[config.mk]
export PLATFORM = sky130hd
export DESIGN_NAME = cfgword_loader
export DESIGN_NICKNAME = d
export VERILOG_FILES = /design/src/rtl/cfgload_pkg.sv /design/src/rtl/cfgload_shadow.sv /design/src/rtl/cfgload_phase.sv /design/src/rtl/cfgload_shifter.sv /design/src/rtl/cfgload_seq.sv /design/src/rtl/cfgword_loader.sv
export SDC_FILE = /design/constraint.sdc
export NUM_CORES = 1
export LEC_CHECK = 0
export ABC_CLOCK_PERIOD_IN_PS = 2800
export BUFFER_PORTS_ARGS = -buffer_cell sky130_fd_sc_hd__buf_4
export CORE_MARGIN = 3
export CORE_UTILIZATION = 59
export CTS_BUF_LIST = sky130_fd_sc_hd__clkbuf_8
export CTS_CLUSTER_SIZE = 16
export DETAILED_ROUTE_END_ITERATION = 6
export PLACE_DENSITY = 0.79
export SYNTH_ARGS = -nofsm -noshare
export SYNTH_HDL_FRONTEND = slang
export SYNTH_HIERARCHICAL = 1
export SYNTH_SLANG_ARGS = --single-unit
[constraint.sdc]
create_clock -name clk -period 2.8 [get_ports clk]
set_input_delay 0.28 -clock clk [delete_from_list [all_inputs] [get_ports clk]]
set_output_delay 0.28 -clock clk [all_outputs]
set_load 0.1 [all_outputs]
[src/rtl/cfgload_pkg.sv]
package cfgload_pkg;
    typedef enum logic [2:0] {
        LD_IDLE,
        LD_LEAD,
        LD_HIGH,
        LD_LOW,
        LD_TRAIL,
        LD_DONE
    } ld_state_e;
endpackage

[src/rtl/cfgload_shadow.sv]
module cfgload_shadow #(
    parameter int PORT_W = 16,
    parameter int HI_W   = 16,
    parameter int LO_W   = 8,
    localparam int WORD_W = HI_W + LO_W
) (
    input  logic              clk,
    input  logic              rst_n,
    input  logic              wr_en,
    input  logic              wr_sel,
    input  logic [PORT_W-1:0] wr_data,
    output logic [WORD_W-1:0] word
);
    logic [HI_W-1:0] hi_q;
    logic [LO_W-1:0] lo_q;

    always_ff @(posedge clk or negedge rst_n) begin
        if (!rst_n) begin
            hi_q <= '0;
        end else if (wr_en && !wr_sel) begin
            hi_q <= wr_data[HI_W-1:0];
        end
    end

    always_ff @(posedge clk or negedge rst_n) begin
        if (!rst_n) begin
            lo_q <= '0;
        end else if (wr_en && wr_sel) begin
            lo_q <= wr_data[LO_W-1:0];
        end
    end

    assign word = {hi_q, lo_q};

    AST_SHADOW_HOLD: assert property (@(posedge clk) disable iff (!rst_n)
        !wr_en |=> $stable(word));
    AST_LOW_WRITE_KEEPS_HIGH: assert property (@(posedge clk) disable iff (!rst_n)
        (wr_en && wr_sel) |=> (word[WORD_W-1:LO_W] == $past(word[WORD_W-1:LO_W])));
    AST_HIGH_WRITE_KEEPS_LOW: assert property (@(posedge clk) disable iff (!rst_n)
        (wr_en && !wr_sel) |=> (word[LO_W-1:0] == $past(word[LO_W-1:0])));
endmodule

[src/rtl/cfgload_phase.sv]
module cfgload_phase #(
    parameter int CNT_W = 3
) (
    input  logic             clk,
    input  logic             rst_n,
    input  logic             restart,
    input  logic [CNT_W-1:0] limit,
    output logic             expire
);
    logic [CNT_W-1:0] cnt;

    always_ff @(posedge clk or negedge rst_n) begin
        if (!rst_n) begin
            cnt <= '0;
        end else if (restart) begin
            cnt <= '0;
        end else begin
            cnt <= cnt + 1'b1;
        end
    end

    assign expire = (cnt == limit);

    AST_PHASE_IN_RANGE: assert property (@(posedge clk) disable iff (!rst_n)
        cnt <= limit);
endmodule

[src/rtl/cfgload_shifter.sv]
module cfgload_shifter #(
    parameter int W = 24
) (
    input  logic         clk,
    input  logic         rst_n,
    input  logic         load,
    input  logic [W-1:0] load_val,
    input  logic         shift,
    output logic         msb
);
    logic [W-1:0] sreg;

    always_ff @(posedge clk or negedge rst_n) begin
        if (!rst_n) begin
            sreg <= '0;
        end else if (load) begin
            sreg <= load_val;
        end else if (shift) begin
            sreg <= {sreg[W-2:0], 1'b0};
        end
    end

    assign msb = sreg[W-1];

    AST_LOAD_SHIFT_EXCLUSIVE: assert property (@(posedge clk) disable iff (!rst_n)
        !(load && shift));
endmodule

[src/rtl/cfgload_seq.sv]
module cfgload_seq
    import cfgload_pkg::*;
#(
    parameter int WORD_W   = 24,
    parameter int HALF     = 4,
    parameter int CS_SETUP = 2,
    parameter int CS_HOLD  = 2,
    parameter int CNT_W    = 3,
    localparam int BIT_W   = $clog2(WORD_W)
) (
    input  logic             clk,
    input  logic             rst_n,
    input  logic             update,
    input  logic             expire,
    output logic             restart,
    output logic [CNT_W-1:0] limit,
    output logic             load,
    output logic             shift,
    output logic             cs_n,
    output logic             sclk,
    output logic             busy,
    output logic             done
);
    ld_state_e state, nxt;
    logic [BIT_W-1:0] bit_idx;
    logic last_bit;

    assign last_bit = (bit_idx == BIT_W'(WORD_W - 1));

    // state register
    always_ff @(posedge clk or negedge rst_n) begin
        if (!rst_n) begin
            state <= LD_IDLE;
        end else begin
            state <= nxt;
        end
    end

    // bit counter
    always_ff @(posedge clk or negedge rst_n) begin
        if (!rst_n) begin
            bit_idx <= '0;
        end else if (load) begin
            bit_idx <= '0;
        end else if (shift) begin
            bit_idx <= bit_idx + 1'b1;
        end
    end

    // transitions
    always_comb begin
        nxt = state;
        unique case (state)
            LD_IDLE:  if (update) nxt = LD_LEAD;
            LD_LEAD:  if (expire) nxt = LD_HIGH;
            LD_HIGH:  if (expire) nxt = last_bit ? LD_TRAIL : LD_LOW;
            LD_LOW:   if (expire) nxt = LD_HIGH;
            LD_TRAIL: if (expire) nxt = LD_DONE;
            LD_DONE:  nxt = LD_IDLE;
            default:  nxt = LD_IDLE;
        endcase
    end

    // outputs
    always_comb begin
        cs_n    = 1'b0;
        sclk    = 1'b0;
        busy    = 1'b1;
        done    = 1'b0;
        load    = 1'b0;
        shift   = 1'b0;
        limit   = '0;
        restart = expire;
        unique case (state)
            LD_IDLE: begin
                cs_n    = 1'b1;
                busy    = 1'b0;
                restart = 1'b1;
                load    = update;
            end
            LD_LEAD: begin
                limit = CNT_W'(CS_SETUP - 1);
            end
            LD_HIGH: begin
                sclk  = 1'b1;
                limit = CNT_W'(HALF - 1);
                shift = expire && !last_bit;
            end
            LD_LOW: begin
                limit = CNT_W'(HALF - 1);
            end
            LD_TRAIL: begin
                limit = CNT_W'(CS_HOLD - 1);
            end
            LD_DONE: begin
                cs_n = 1'b1;
                done = 1'b1;
            end
            default: begin
                cs_n = 1'b1;
                busy = 1'b0;
            end
        endcase
    end

    AST_SCLK_INSIDE_CS: assert property (@(posedge clk) disable iff (!rst_n)
        sclk |-> !cs_n);
    AST_CS_IMPLIES_BUSY: assert property (@(posedge clk) disable iff (!rst_n)
        !cs_n |-> busy);
    AST_DONE_SINGLE: assert property (@(posedge clk) disable iff (!rst_n)
        done |=> !done);
    AST_DONE_AT_RELEASE: assert property (@(posedge clk) disable iff (!rst_n)
        done |-> $rose(cs_n));
    AST_BUSY_UPDATE_IGNORED: assert property (@(posedge clk) disable iff (!rst_n)
        (busy && update) |=> !$rose(state == LD_LEAD));
    AST_BIT_INDEX_BOUND: assert property (@(posedge clk) disable iff (!rst_n)
        bit_idx < BIT_W'(WORD_W));
endmodule

[src/rtl/cfgword_loader.sv]
module cfgword_loader #(
    parameter int PORT_W   = 16,
    parameter int HI_W     = 16,
    parameter int LO_W     = 8,
    parameter int DIV      = 8,
    parameter int CS_SETUP = 2,
    parameter int CS_HOLD  = 2
) (
    input  logic              clk,
    input  logic              rst_n,
    input  logic              wr_en,
    input  logic              wr_sel,
    input  logic [PORT_W-1:0] wr_data,
    input  logic              update,
    output logic              cs_n,
    output logic              sclk,
    output logic              sdata,
    output logic              busy,
    output logic              done
);
    localparam int WORD_W = HI_W + LO_W;
    localparam int HALF   = DIV / 2;
    localparam int PH_A   = (HALF > CS_SETUP) ? HALF : CS_SETUP;
    localparam int PH_MAX = (PH_A > CS_HOLD) ? PH_A : CS_HOLD;
    localparam int CNT_W  = $clog2(PH_MAX + 1);

    logic [WORD_W-1:0] word;
    logic              restart, expire, load, shift;
    logic [CNT_W-1:0]  limit;

    cfgload_shadow #(.PORT_W(PORT_W), .HI_W(HI_W), .LO_W(LO_W)) u_shadow (
        .clk(clk), .rst_n(rst_n), .wr_en(wr_en), .wr_sel(wr_sel),
        .wr_data(wr_data), .word(word)
    );

    cfgload_phase #(.CNT_W(CNT_W)) u_phase (
        .clk(clk), .rst_n(rst_n), .restart(restart), .limit(limit), .expire(expire)
    );

    cfgload_shifter #(.W(WORD_W)) u_shift (
        .clk(clk), .rst_n(rst_n), .load(load), .load_val(word),
        .shift(shift), .msb(sdata)
    );

    cfgload_seq #(
        .WORD_W(WORD_W), .HALF(HALF), .CS_SETUP(CS_SETUP),
        .CS_HOLD(CS_HOLD), .CNT_W(CNT_W)
    ) u_seq (
        .clk(clk), .rst_n(rst_n), .update(update), .expire(expire),
        .restart(restart), .limit(limit), .load(load), .shift(shift),
        .cs_n(cs_n), .sclk(sclk), .busy(busy), .done(done)
    );

    AST_SDATA_HELD_HIGH: assert property (@(posedge clk) disable iff (!rst_n)
        sclk |-> $stable(sdata));
endmodule

Yosys cells after proc, flatten, opt, wreduce, memory -nomap -nowiden
Index checks and enable logic that the tools add are counted.
{ "word_totals": {"reg_bits": 59, "inputBits": 21, "elab_cells": 51} }
{ "op_classes": {"n_eq_ne": 11, "add_sub_neg": 2, "n_mux": 19, "reduce_logical": 13} }
{ "op_table": {"columns": ["op", "count"], "rows": [
  ["$mux W24", 2],
  ["$mux W3", 6],
  ["$pmux W3 S4", 1],
  ["$mux W5", 2],
  ["$mux W1", 7],
  ["$eq A3 B2 Y1 const B", 2],
  ["$eq A3 B3 Y1 const B", 2],
  ["$ne A2 B1 Y1 const B", 3],
  ["$reduce_or A2 Y1", 3],
  ["$add A5 B1 Y5 const B", 1],
  ["$eq A5 B5 Y1 const B", 1],
  ["$reduce_or A5 Y1", 1],
  ["$pmux W2 S2", 1],
  ["$reduce_and A4 Y1", 1],
  ["$reduce_or A4 Y1", 1],
  ["$add A3 B1 Y3 const B", 1],
  ["$eq A3 B1 Y1 const B", 1],
  ["$eq A3 B3 Y1", 1],
  ["$logic_and A1 B1 Y1", 3],
  ["$logic_not A3 Y1", 1],
  ["$logic_not A1 Y1", 2],
  ["$ne A2 B2 Y1 const B", 1],
  ["$reduce_bool A2 Y1", 1]
]} }

Depth between registers and ports, before layout
{ "logic_depth": {"word_depth": 8, "depth_mapped": 13, "ltp_nobuf": 9} }

Modules after synthesis
Netlist, hierarchy kept.
{ "modules_own_cells": {"columns": ["module", "seq_area_each_um2", "n_inst", "area_each_um2", "cells_per_inst"], "rows": [
  ["cfgload_shifter", 600.6, 1, 1124.8, 104],
  ["cfgload_shadow", 600.6, 1, 944.7, 52],
  ["cfgload_seq", 200.2, 1, 548.0, 61],
  ["cfgload_phase", 75.1, 1, 146.4, 12]
]} }

Worst setup path after synthesis
Ideal clock, no wire load.
{ "synth_timing": {"kind": "register to register", "from": "reg u_seq.state[2]", "to": "reg u_shift.sreg[10]", "path_buffers": 4, "setup_slack_ns": -1.049, "required_ns": 2.668, "setup_ns": 0.132, "arrival_ns": 3.717, "stages_incl_launch_ff": 13, "path_cell_list": "dfrtp_1 buf_1 xor2_1 inv_1 xor2_1 nor3_2 buf_2 nand4bb_4 nor2_1 buf_6 buf_12 mux2i_1 o21ai_1"} }
{ "synth_between": {"elab_chain_cells": 7, "word_cells_on_any_way": 14, "cone_classes": "eq/ne: 5; mux: 4; reduce/logical: 5"} }
{ "synth_rtl": {"columns": ["item", "line_no", "rtl"], "rows": [
  ["from (decl)", "cfgload_seq.sv:24", "ld_state_e state, nxt;"],
  ["from (signal assigned)", "cfgload_seq.sv:35", "state <= nxt;"],
  ["$eq A3 B1 Y1, or another cell as far along", "cfgload_seq.sv:74", "unique case (state)"],
  ["$reduce_or A2 Y1 (no source line)", null, null],
  ["$pmux W2 S2 (*)", "cfgload_seq.sv:74", null],
  ["via limit[0]", "cfgword_loader.sv:29", "logic [CNT_W-1:0] limit;"],
  ["$eq A3 B3 Y1 (*)", "cfgload_phase.sv:22", "assign expire = (cnt == limit);"],
  ["via expire", "cfgword_loader.sv:28", "logic restart, expire, load, shift;"],
  ["$logic_and A1 B1 Y1 (*)", "cfgload_seq.sv:87", "shift = expire && !last_bit;"],
  ["$mux W1 (*)", "cfgload_seq.sv:74", null],
  ["via shift", "cfgword_loader.sv:28", null],
  ["$reduce_bool A2 Y1 (no source line) (*)", null, null],
  ["to (signal assigned)", "cfgload_shifter.sv:17", "sreg <= load_val;"],
  ["to (signal assigned)", "cfgload_shifter.sv:19", "sreg <= {sreg[W-2:0], 1'b0};"],
  ["to (decl)", "cfgload_shifter.sv:11", "logic [W-1:0] sreg;"]
]} }
The timed path passes the listed nets; every way through them passes the cells marked *.
A chain may end at the register's enable or synchronous reset.

Final worst setup path
{ "layout_timing": {"from": "reg u_seq.state[2]", "to": "reg u_seq.bit_idx[2]"} }
{ "layout_between": {"elab_chain_cells": 7, "word_cells_on_any_way": 14, "cone_classes": "eq/ne: 5; mux: 4; reduce/logical: 5"} }
{ "layout_rtl": {"columns": ["item", "line_no", "rtl"], "rows": [
  ["$eq A3 B1 Y1, or another cell as far along", "cfgload_seq.sv:74", null],
  ["$reduce_or A2 Y1 (no source line)", null, null],
  ["$pmux W2 S2 (*)", "cfgload_seq.sv:74", null],
  ["via limit[1]", "cfgword_loader.sv:29", null],
  ["$eq A3 B3 Y1 (*)", "cfgload_phase.sv:22", null],
  ["via expire", "cfgword_loader.sv:28", null],
  ["$logic_and A1 B1 Y1 (*)", "cfgload_seq.sv:87", null],
  ["$mux W1 (*)", "cfgload_seq.sv:74", null],
  ["$reduce_bool A2 Y1 (no source line) (*)", null, null],
  ["to (signal assigned)", "cfgload_seq.sv:46", "bit_idx <= bit_idx + 1'b1;"],
  ["to (decl)", "cfgload_seq.sv:25", "logic [BIT_W-1:0] bit_idx;"]
]} }
Marks and branches as above.

==> results.json <==
{
  "timing.hold.ws_ns": -0.00247,
  "cp_data_arrival_time_ns": 2.70,
  "dieArea_um2": 5540,
  "max-slew-margin-rel_pct": 52.3,
  "ir_worst_vdd_mv": 0.511,
  "grt_antenna_before_repair": 0,
  "area_delta_synth_final_pct": 16.2,
  "gp_congestion": 0.794,
  "clkTransAtPathRegs_ns": 0.06,
  "status": "complete, but fails checks",
  "cp_data_required_time_ns": 3.02,
  "slew_violations": 0,
  "crit_path_max_fanout": 13,
  "cts-buffers-inserted": 9,
  "worst_pin_slew_ns": 0.715,
  "post-route-util_pct": 72.3,
  "rsz0062_at_grt": "no",
  "vias_per_cell": 5.57,
  "cellLeakagePower_uw": 0.00135,
  "first_iter_violations": 95,
  "antenna_left": 0,
  "grt_pass1_vias": 1721,
  "vias": 1738,
  "period_share_pct": 88.9,
  "cts_buffer_depth": 2,
  "fin_nets": 278,
  "antenna_cells": 0,
  "dr.pass1.iters": 4,
  "setup_viol": 0,
  "h-tree-depth": 3,
  "yosys_warnings": 6,
  "grt_max_degree": 60,
  "synth-seq-cells": 59,
  "cts_root_buf": "clkbuf_8",
  "gr-usage-all-layers_pct": 20.2,
  "finalHoldViolations": 1,
  "synthTopCellsByArea": "dfrtp_1 53%, mux2i_1 8.7%, mux2_2 5.7%",
  "io_pins": 26,
  "syn_inst": 229,
  "avgSynthCellArea_um2": 12.1,
  "cts_tree": "yes",
  "post_cts_buffers": 0,
  "syn_area_um2": 2760,
  "clock_latency_ns": 0.33,
  "core.rowCount": 24,
  "core_um2": 4440,
  "port_buffers": 25,
  "fin_tns_setup_ns": 0,
  "die_w_um": 74.4,
  "powerDensity_nw_per_um2": 964,
  "violations": "negative hold slack",
  "die_h_um": 74.4,
  "routed_wl_mm": 4.93,
  "synth_cell_type_count": 39,
  "cts.sinks": 59,
  "grt_overflow": 0,
  "drc": 0,
  "hold_path_class": "in2async",
  "drv_cap": 0,
  "start_util_pct": 62.2,
  "clock_skew_ns": 0.00586,
  "period_needed_ns": 2.49,
  "startpoint_type": "flip-flop",
  "grt_pass1_wl_mm": 8.21,
  "worstSetupPathType": "reg2reg",
  "end_kind": "flip-flop",
  "synth_edf_count": 0,
  "ctsResizeCount": 0,
  "dp_hpwl_mm": 3.08,
  "max_freq_mhz": 402,
  "async_flop_share_pct": 100,
  "synthesis.nets": 252,
  "synth_top_area_share_pct": 53.4,
  "drive_gt1_share_pct": 30.4,
  "cts_hold_buf": 0,
  "synth_common_cells": "59 x dfrtp_1, 27 x nand2_1, 24 x mux2i_1, 19 x o21ai_1, 14 x mux2_2",
  "seq_area_frac_synth_pct": 53.4,
  "wl_per_cell_um": 15.8,
  "synth_top_area_cell": "dfrtp_1",
  "synth-main-ff-cell": "dfrtp_1",
  "synth_most_common_cell": "dfrtp_1"
}
==> path summary, 6_finish.rpt <==
| path | start | endpoint | slack, ns | cells past startpoint |
|---|---|---|---|---|
| max in group asynchronous | rst_n | u_shadow/lo_q[6] | 2.33 | 1 |
| max reg2reg | u_seq/state[2] | u_seq/bit_idx[2] | 0.31 | 7 |
| max | u_seq/state[2] | u_seq/bit_idx[2] | 0.31 | 7 |
| min reg2reg | u_shadow/lo_q[4] | u_shift/sreg[4] | 0.49 | 2 |
| min | rst_n | u_seq/bit_idx[4] | -0.002 | 1 |
| min in group clk | wr_data[11] | u_shadow/hi_q[11] | 0.17 | 2 |
==> worst max-delay path, cell delays in order, from the launching register on <==
cell and delay [ns]:
dfrtp_1 0.70, nor2b_1 0.18, xor2_1 0.22, nor3_2 0.31
buf_4 0.21, nor4bb_1 0.36, a311oi_1 0.15, a31o_1 0.22
==> final cells by class <==
class,instances,area (µm²)
Clock buffer,13,179
Clock inverter,3,67.6
Fill cell,317,1230
Inverter,3,11.3
Multi-Input combinational cell,151,1180
Sequential cell,59,1480
Tap cell,52,65.1
Timing Repair Buffer,31,233
==> cells by family after synthesis <==
logic type      share of synthesized area [%]
simple gates                             10.8
flops                                    53.4
compound gates                           7.83
mux                                      19.8
other cells                             0.136
xor+xnor                                 1.58
fa+ha+maj                               0.905
buf+inv                                  5.52
==> metal layers <==
metal	vias to the layer above	global-route usage (%)	share of wire, %
li1	845	-	-
met1	850	28.2	48
met2	37	29.2	46
met3	6	7.57	5.0
met4	0	7.11	1.0
met5	-	0	0
==> registers in the layout (all words and copies together), names as in the netlist <==
name           cells
u_seq/state        3
u_shadow/hi_q     16
u_phase/cnt        3
u_shadow/lo_q      8
u_seq/bit_idx      5
u_shift/sreg      24
==> report_power, final <==
group	switching (µW)	internal, µW
Combinational	499	376
Clock	329	598
Sequential	189	1110
Total	1020	2080
==> cell usage in the layout (no fill, tap or decap), types with 4 or more instances in the layout <==
cell type  synthesis  routed
dfrtp_1           59      59
buf_4              2      31
nand2_1           27      27
mux2i_1           24      24
o21ai_1           19      19
mux2_2            14      14
clkbuf_8           0      13
o21ai_0           11      11
mux2_4            10      10
a21oi_1            7       7
nand3_1            4       4
==> through the flow <==
| stage | hold slack [ns] | instances | total power (µW) | setup slack [ns] | area [µm²] |
|---|---|---|---|---|---|
| 2_1_floorplan | -0.0156 | 229 | 1990 | 0.00331 | 2810 |
| 3_3_place_gp | 0.382 | 296 | 2130 | 0.442 | 2970 |
| 3_5_place_dp | 0.391 | 296 | 2170 | 0.382 | 2970 |
| 4_1_cts | 0.0179 | 312 | 3120 | 0.299 | 3210 |
| 5_1_grt | 0.0363 | 312 | 3280 | 0.117 | 3210 |
| 6_report | -0.00247 | 312 | 3100 | 0.311 | 3210 |
Power figures use the tool's default switching activity.
